<file path="config.mk">
export PLATFORM = sky130hd
export DESIGN_NAME = rxEpCsr
export DESIGN_NICKNAME = d
export VERILOG_FILES = /design/src/rtl/rxEpPkg.sv /design/src/rtl/rxEpSlots.sv /design/src/rtl/rxEpCtrl.sv /design/src/rtl/rxEpCsr.sv
export SDC_FILE = /design/constraint.sdc
export NUM_CORES = 1
export LEC_CHECK = 0
export BUFFER_PORTS_ARGS = -buffer_cell sky130_fd_sc_hd__buf_2
export CORE_AREA = 3 3 40 42
export CTS_BUF_LIST = sky130_fd_sc_hd__clkbuf_8
export CTS_CLUSTER_SIZE = 28
export DETAILED_ROUTE_END_ITERATION = 8
export DIE_AREA = 0 0 43 45
export MAX_ROUTING_LAYER = met4
export SLEW_MARGIN = 0
export SYNTH_ARGS = -nofsm -noshare
export SYNTH_HDL_FRONTEND = slang
export SYNTH_SLANG_ARGS = --single-unit
</file>
<file path="constraint.sdc">
create_clock -name clk -period 1.2 [get_ports clk]
set_clock_uncertainty 0.15 [all_clocks]
set_input_delay 0.12 -clock clk [delete_from_list [all_inputs] [get_ports clk]]
set_output_delay 0.12 -clock clk [all_outputs]
set_load 0.01 [all_outputs]
</file>
<file path="src/rtl/rxEpPkg.sv">
package rxEpPkg;
  // Strobes from the register control to the slot datapath
  typedef struct packed {
    logic pop;        // free one occupied slot
    logic clrToggle;  // force data toggle to 0
  } slotCmd_t;
endpackage

</file>
<file path="src/rtl/rxEpSlots.sv">
module rxEpSlots
  import rxEpPkg::*;
#(
  parameter bit DOUBLE_BUF = 1'b1
) (
  input  logic     clk,
  input  logic     rstN,
  input  slotCmd_t cmd,
  input  logic     pktStored,
  output logic     ready,
  output logic     full,
  output logic     irq,
  output logic     dataToggle
);
  localparam int DEPTH = DOUBLE_BUF ? 2 : 1;
  localparam int CW    = $clog2(DEPTH + 1);

  logic [CW-1:0] count;
  logic          accept;

  assign full   = (count == CW'(DEPTH));
  assign ready  = (count != '0);
  assign accept = pktStored && !full;

  always_ff @(posedge clk) begin
    if (!rstN) begin
      count      <= '0;
      irq        <= 1'b0;
      dataToggle <= 1'b0;
    end else begin
      irq <= accept;
      if (accept && !(cmd.pop && ready))
        count <= count + 1'b1;
      else if (!accept && cmd.pop && ready)
        count <= count - 1'b1;
      if (cmd.clrToggle)
        dataToggle <= 1'b0;
      else if (accept)
        dataToggle <= ~dataToggle;
    end
  end


  no_overflow_chk: assert property (@(posedge clk) disable iff (!rstN)
    count <= CW'(DEPTH));

  store_sets_ready_chk: assert property (@(posedge clk) disable iff (!rstN)
    (pktStored && !full && !cmd.pop) |=> ready);

  irq_after_store_chk: assert property (@(posedge clk) disable iff (!rstN)
    irq |-> $past(pktStored));

  toggle_clear_chk: assert property (@(posedge clk) disable iff (!rstN)
    cmd.clrToggle |=> !dataToggle);
endmodule

</file>
<file path="src/rtl/rxEpCtrl.sv">
module rxEpCtrl
  import rxEpPkg::*;
(
  input  logic       clk,
  input  logic       rstN,
  input  logic       wrEn,
  input  logic [7:0] wrData,
  input  logic       isoMode,
  input  logic       ready,
  input  logic       pktRejected,
  input  logic       pktCrcErr,
  input  logic       stallSent,
  output slotCmd_t   cmd,
  output logic       sentStall,
  output logic       sendStall,
  output logic       overrun,
  output logic       dataError
);
  logic unusedBits;
  assign unusedBits = ^{wrData[3], wrData[1]};

  // One free per write, whether by clear or by flush
  assign cmd.pop       = wrEn && ready && (!wrData[0] || wrData[4]);
  assign cmd.clrToggle = wrEn && wrData[7];

  always_ff @(posedge clk) begin
    if (!rstN) begin
      sentStall <= 1'b0;
      sendStall <= 1'b0;
      overrun   <= 1'b0;
      dataError <= 1'b0;
    end else begin
      if (stallSent)               sentStall <= 1'b1;
      else if (wrEn && !wrData[6]) sentStall <= 1'b0;
      if (wrEn) sendStall <= wrData[5];
      if (pktRejected && isoMode)  overrun <= 1'b1;
      else if (wrEn && !wrData[2]) overrun <= 1'b0;
      if (pktCrcErr && isoMode)    dataError <= 1'b1;
      else if (cmd.pop)            dataError <= 1'b0;
    end
  end


  stall_seen_chk: assert property (@(posedge clk) disable iff (!rstN)
    stallSent |=> sentStall);

  overrun_src_chk: assert property (@(posedge clk) disable iff (!rstN)
    $rose(overrun) |-> $past(isoMode && pktRejected));

  derr_src_chk: assert property (@(posedge clk) disable iff (!rstN)
    $rose(dataError) |-> $past(isoMode && pktCrcErr));

  send_stall_off_chk: assert property (@(posedge clk) disable iff (!rstN)
    (wrEn && !wrData[5]) |=> !sendStall);
endmodule

</file>
<file path="src/rtl/rxEpCsr.sv">
module rxEpCsr
  import rxEpPkg::*;
#(
  parameter bit DOUBLE_BUF = 1'b1
) (
  input  logic       clk,
  input  logic       rstN,
  input  logic       regWrEn,
  input  logic [7:0] regWrData,
  output logic [7:0] regRdData,
  input  logic       pktStored,
  input  logic       pktRejected,
  input  logic       pktCrcErr,
  input  logic       stallSent,
  input  logic       isoMode,
  output logic       dataToggle,
  output logic       stallReq,
  output logic       irq
);
  slotCmd_t cmd;
  logic ready, full, sentStall, sendStall, overrun, dataError;

  rxEpCtrl uCtrl (
    .clk(clk), .rstN(rstN), .wrEn(regWrEn), .wrData(regWrData),
    .isoMode(isoMode), .ready(ready), .pktRejected(pktRejected),
    .pktCrcErr(pktCrcErr), .stallSent(stallSent), .cmd(cmd),
    .sentStall(sentStall), .sendStall(sendStall), .overrun(overrun),
    .dataError(dataError)
  );

  rxEpSlots #(.DOUBLE_BUF(DOUBLE_BUF)) uSlots (
    .clk(clk), .rstN(rstN), .cmd(cmd), .pktStored(pktStored),
    .ready(ready), .full(full), .irq(irq), .dataToggle(dataToggle)
  );

  assign stallReq  = sendStall;
  // Command bits 7 and 4 act at once and read back 0
  assign regRdData = {1'b0, sentStall, sendStall, 1'b0,
                      dataError & isoMode, overrun & isoMode, full, ready};
endmodule

</file>
# [Word level (Yosys, flattened, before mapping)]
# Index checks and enable logic that the tools add are counted.
[op_classes] add_sub_neg=2 mul=0 n_div=0 magnitude_cmp=0 n_eq_ne=1 shift=0 muxes=8 n_bitwise=4 reduce_logical=25
[ops] operator="$logic_and A1 B1 Y1" count=12
[ops] operator="$reduce_bool A2 Y1" count=5
[ops] operator="$logic_not A1 Y1" count=6
[ops] operator="$mux W1" count=6
[ops] operator="$mux W2" count=2
[ops] operator="$add A2 B1 Y2 const B" count=1
[ops] operator="$and A1 B1 Y1" count=2
[ops] operator="$eq A2 B2 Y1 const B" count=1
[ops] operator="$not A1 Y1" count=2
[ops] operator="$reduce_or A2 Y1" count=1
[ops] operator="$sub A2 B1 Y2 const B" count=1
[ops] operator="$logic_or A1 B1 Y1" count=1
[word_totals] reg_bits=8 latch_bits=0 ramBits=0 romBits=0 output_inout_bits=11 word_cells=47 memories=0

# [Longest topological paths before layout]
[depth] ltp_word=8 mapped_depth=4

# [Hierarchy]
# From an unflattened synthesis, not the netlist that was laid out.
[hier_totals] cells_unflattened=51 hier_area_um2=431.7
[modules_own_cells] mod="rxEpSlots" n_inst=1 cells_per_inst=22 area_per_inst_um2=198.9 seq_area_each_um2=80.1
[modules_own_cells] mod="rxEpCtrl" n_inst=1 cells_per_inst=20 area_per_inst_um2=171.4 seq_area_each_um2=80.1
[modules_own_cells] mod="rxEpCsr" n_inst=1 cells_per_inst=9 area_per_inst_um2=61.3 seq_area_each_um2=0.0

# [Least setup slack after synthesis]
# Ideal clock, no wire load.
[synth_path] path_type="reg2reg" from="reg uSlots.count[0]" to="reg uSlots.dataToggle" setup_time_ns=0.104 arrival_ns=0.817 slack_ns=0.129 path_stages_with_launch=4 n_path_buf=0 period_less_slack_ns=1.071 path_cell_list="dfxtp_1 > nand2b_4 > and3_1 > a2111oi_2"
[synth_via] elab_chain_len=3
[synth_rtl] item="start: declaration" line="rxEpSlots.sv:18" source="logic [CW-1:0] count;"
[synth_rtl] item="start signal: assignment" line="rxEpSlots.sv:33" source="count <= count + 1'b1;"
[synth_rtl] item="start signal: assignment" line="rxEpSlots.sv:35" source="count <= count - 1'b1;"
[synth_rtl] item="$eq A2 B2 Y1" line="rxEpSlots.sv:21" source="assign full = (count == CW'(DEPTH));"
[synth_rtl] item="$logic_not A1 Y1" line="rxEpSlots.sv:23" source="assign accept = pktStored && !full;"
[synth_rtl] item="$logic_and A1 B1 Y1" line="rxEpSlots.sv:23"
[synth_rtl] item="end signal: assignment" line="rxEpSlots.sv:39" source="dataToggle <= ~dataToggle;"
[synth_rtl] item="end: declaration" line="rxEpSlots.sv:13" source="output logic dataToggle"
# No other way between the ends.
# A chain may end at the register's enable or synchronous reset.

# [Final worst setup path]
[layout_path] from="reg uSlots.count[0]" to="out regRdData[0]"
[layout_via] elab_chain_len=1
[layout_rtl] item="$reduce_bool A2 Y1" line="rxEpSlots.sv:22" source="assign ready = (count != '0);"
[layout_rtl] item="end: declaration" line="rxEpCsr.sv:10" source="output logic [7:0] regRdData,"
# No other way between the ends.

==> impl_results.md <==
- # DRC: 0
- # nets final: 91
- FF+latch count, synth: 8
- WP data required: just over 0.9 ns
- Max Transition Viols Final: 0
- First-pass GRT wire length: 1360 um
- Setup violators final: 0
- Peak VDD IR: 0.00105 V
- Synth area leader: dfxtp_1
- Antenna violation net count after detailed routing: 0
- P_leak: ~0.3 nW
- Worst path arrival time: 0.91 ns
- Worst path cell trace: nor2_1 > inv_1 > buf_2
- DR vias/cell: roughly 4.5
- Chip width: 43 um
- Routed wire length: 869 um
- Largest net degree at the start of global routing: 9
- # rows: 13
- Num CTS Buffers: 3
- Startpoint types: flip-flop
- CP top delay family: flip-flops
- Fin. Hold Viols: 1
- Antenna violations before repair: 0
- Num ports: 27
- Top-area cell type share of the netlist area: 36.9%
- Hold_ws: -0.00558 ns
- Placer Congestion: 0.689
- Crit path largest cell delay: 0.33 ns
- Drt first pass iters: 4
- Synthesized area: 434 um^2
- Share of cells above drive strength 1: 45.2%
- Critical setup path kind: flip-flop to output pin
- FMAX: about 850 MHz
- Total power: roughly 0.00074 W
- Initial drt markers: 6
- Clock-pin slew on the worst setup and hold paths: 0.04 ns
- Class of the worst hold path: input pin to flip-flop
- Crit path max fanout: 5
- Setup bufs post-CTS: 0
- RSZ-0062 raised after global routing: true
- Clock Sinks: 8
- Commonest cells after routing, fill and taps aside: 22 x buf_2, 6 x dfxtp_1, 5 x inv_1
- CTS tree: yes
- Wirelength per Cell: 9.88 um
- P&R area growth vs syn: 37.2%
- Yosys warns: 0
- Setup crit end kind: output pin
- Core Area: 1280 um^2
- H-Tree Depth: 1
- Status: finished with violations
- Failing checks: negative hold slack
- Yosys cell types: 23
- Worst slack, placed: 0.0526 ns
- Vias in the first global route: around 340
- Commonest non-fill, non-tap cell in the layout: buf_2
- Clk root buf: clkbuf_8
- Crit path max-delay cell type: dfxtp_2
- Utilization after layout: between 40 and 50%
- CTS Buffer Depth: 2
- Buf+Inv Stages, Crit Path: 2
- Worst skew pair latency: 0.22 ns
- Syn avg cell area: 8.68 um^2
- GRT Util Overall: between 9 and 10%
- Diode count: 0
- I/O Buffers: 22
- Sequential-to-total area share from yosys stat: 36.9%
- Max-cap violations: 0
- Die Area: 1940 um^2
- Synth area leaders: dfxtp_1 37%, buf_4 10%, nand2b_4 6.3%
- Pwr/cell area: 1250 nW/um^2
- DIE HEIGHT: 45 um
- Via count: roughly 390
- Period minus WS final: 1.18 ns
- Tcrit/Tclk final: 98.4%
- Total grt overflow: 0
- Initial core utilization: 33.8%
- Syn Inst Count: 50
- Final Worst Setup Slack: 0.0193 ns
- Post-DP HPWL: 672 um
worst paths after layout:
| path | cells past startpoint | to | slack (ns) | startpoint |
|---|---|---|---|---|
| hold / removal | 3 | uCtrl.sendStall | -0.006 | regWrData[5] |
| hold reg to reg | 2 | uCtrl.overrun | 0.32 | uCtrl.overrun |
| setup / recovery | 3 | regRdData[0] | 0.02 | uSlots.count[0] |
| setup reg to reg | 3 | uSlots.dataToggle | 0.06 | uSlots.count[0] |
worst register-to-register path: stages (launching register included):
cell and delay [ns]:
dfxtp_2 0.33, nand2b_4 0.16, and3_1 0.19, a2111oi_2 0.20
power by group:
| part | switching [W] | internal, W | total, W |
|---|---|---|---|
| clock | 0.0000975 | 0.000217 | 0.000314 |
| sequential | 0.0000118 | 0.000287 | 0.000299 |
| combinational | 0.0000635 | 0.0000662 | 0.000130 |
| total | 0.000173 | 0.000570 | 0.000742 |
cells by family (layout without fill, tap and decap cells):
group / Yosys count / in the layout / share of synthesized area (%)
AOI/OAI and AO/OA: 14 / 14 / 23.3
buffers and inverters: 12 / 34 / 15.6
DFF: 8 / 8 / 36.9
muxes: 1 / 1 / 2.31
other: 1 / 2 / 0.864
and+or+nand+nor: 14 / 14 / 21.0
state kept, by name, indices dropped and copies added, names as in the netlist:
register / count
uSlots.count: 2
uSlots.irq: 1
uSlots.dataToggle: 1
uCtrl.sentStall: 1
uCtrl.dataError: 1
uCtrl.sendStall: 1
uCtrl.overrun: 1
area by class of cell:
type	instances	area, um^2
multi-input cells	31	210
flip-flops and latches	8	163
well taps	15	18.8
repair buffers	25	140
fillers	125	689
inverters	6	22.5
clock buffers	3	41.3
stage by stage:
stage	setup TNS (ns)	std cells	instance area (um^2)	hold slack, ns
floorplan	0	51	438	0.0593
global placement	0	82	522	0.167
detailed placement	0	82	522	0.170
CTS	0	88	596	0.00110
global route	-0.0741	88	596	0.0363
finish	0	88	596	-0.00558
what timing repair did:
action | CTS | global route
resized for setup | 3 | 0
endpoints found under the setup margin | 2 | 3
hold buffers | 3 | 0
endpoints found under the hold margin | 3 | 0
pin swaps | 0 | 0
cell usage after synthesis (all sizes together):
cell type	number
and2	3
o21ai	2
o211ai	1
nand3	1
nand2b	2
conb	1
a31oi	1
o32ai	1
nor2	2
a2111oi	1
nand2	3
mux2i	1
and3	2
a21oi	5
a21boi	1
dfxtp	8
inv	6
a211o	1
a311oi	1
and2b	1
buf	6
per-layer routing:
metal  global-route usage [%]  wire, um  vias to the layer above
met5                        -         0                        -
met4                     1.81         0                        0
met3                     6.37       103                        0
met2                     15.0       376                       18
met1                     11.2       389                      164
li1                         -         -                      212
Power figures use the tool's default switching activity.
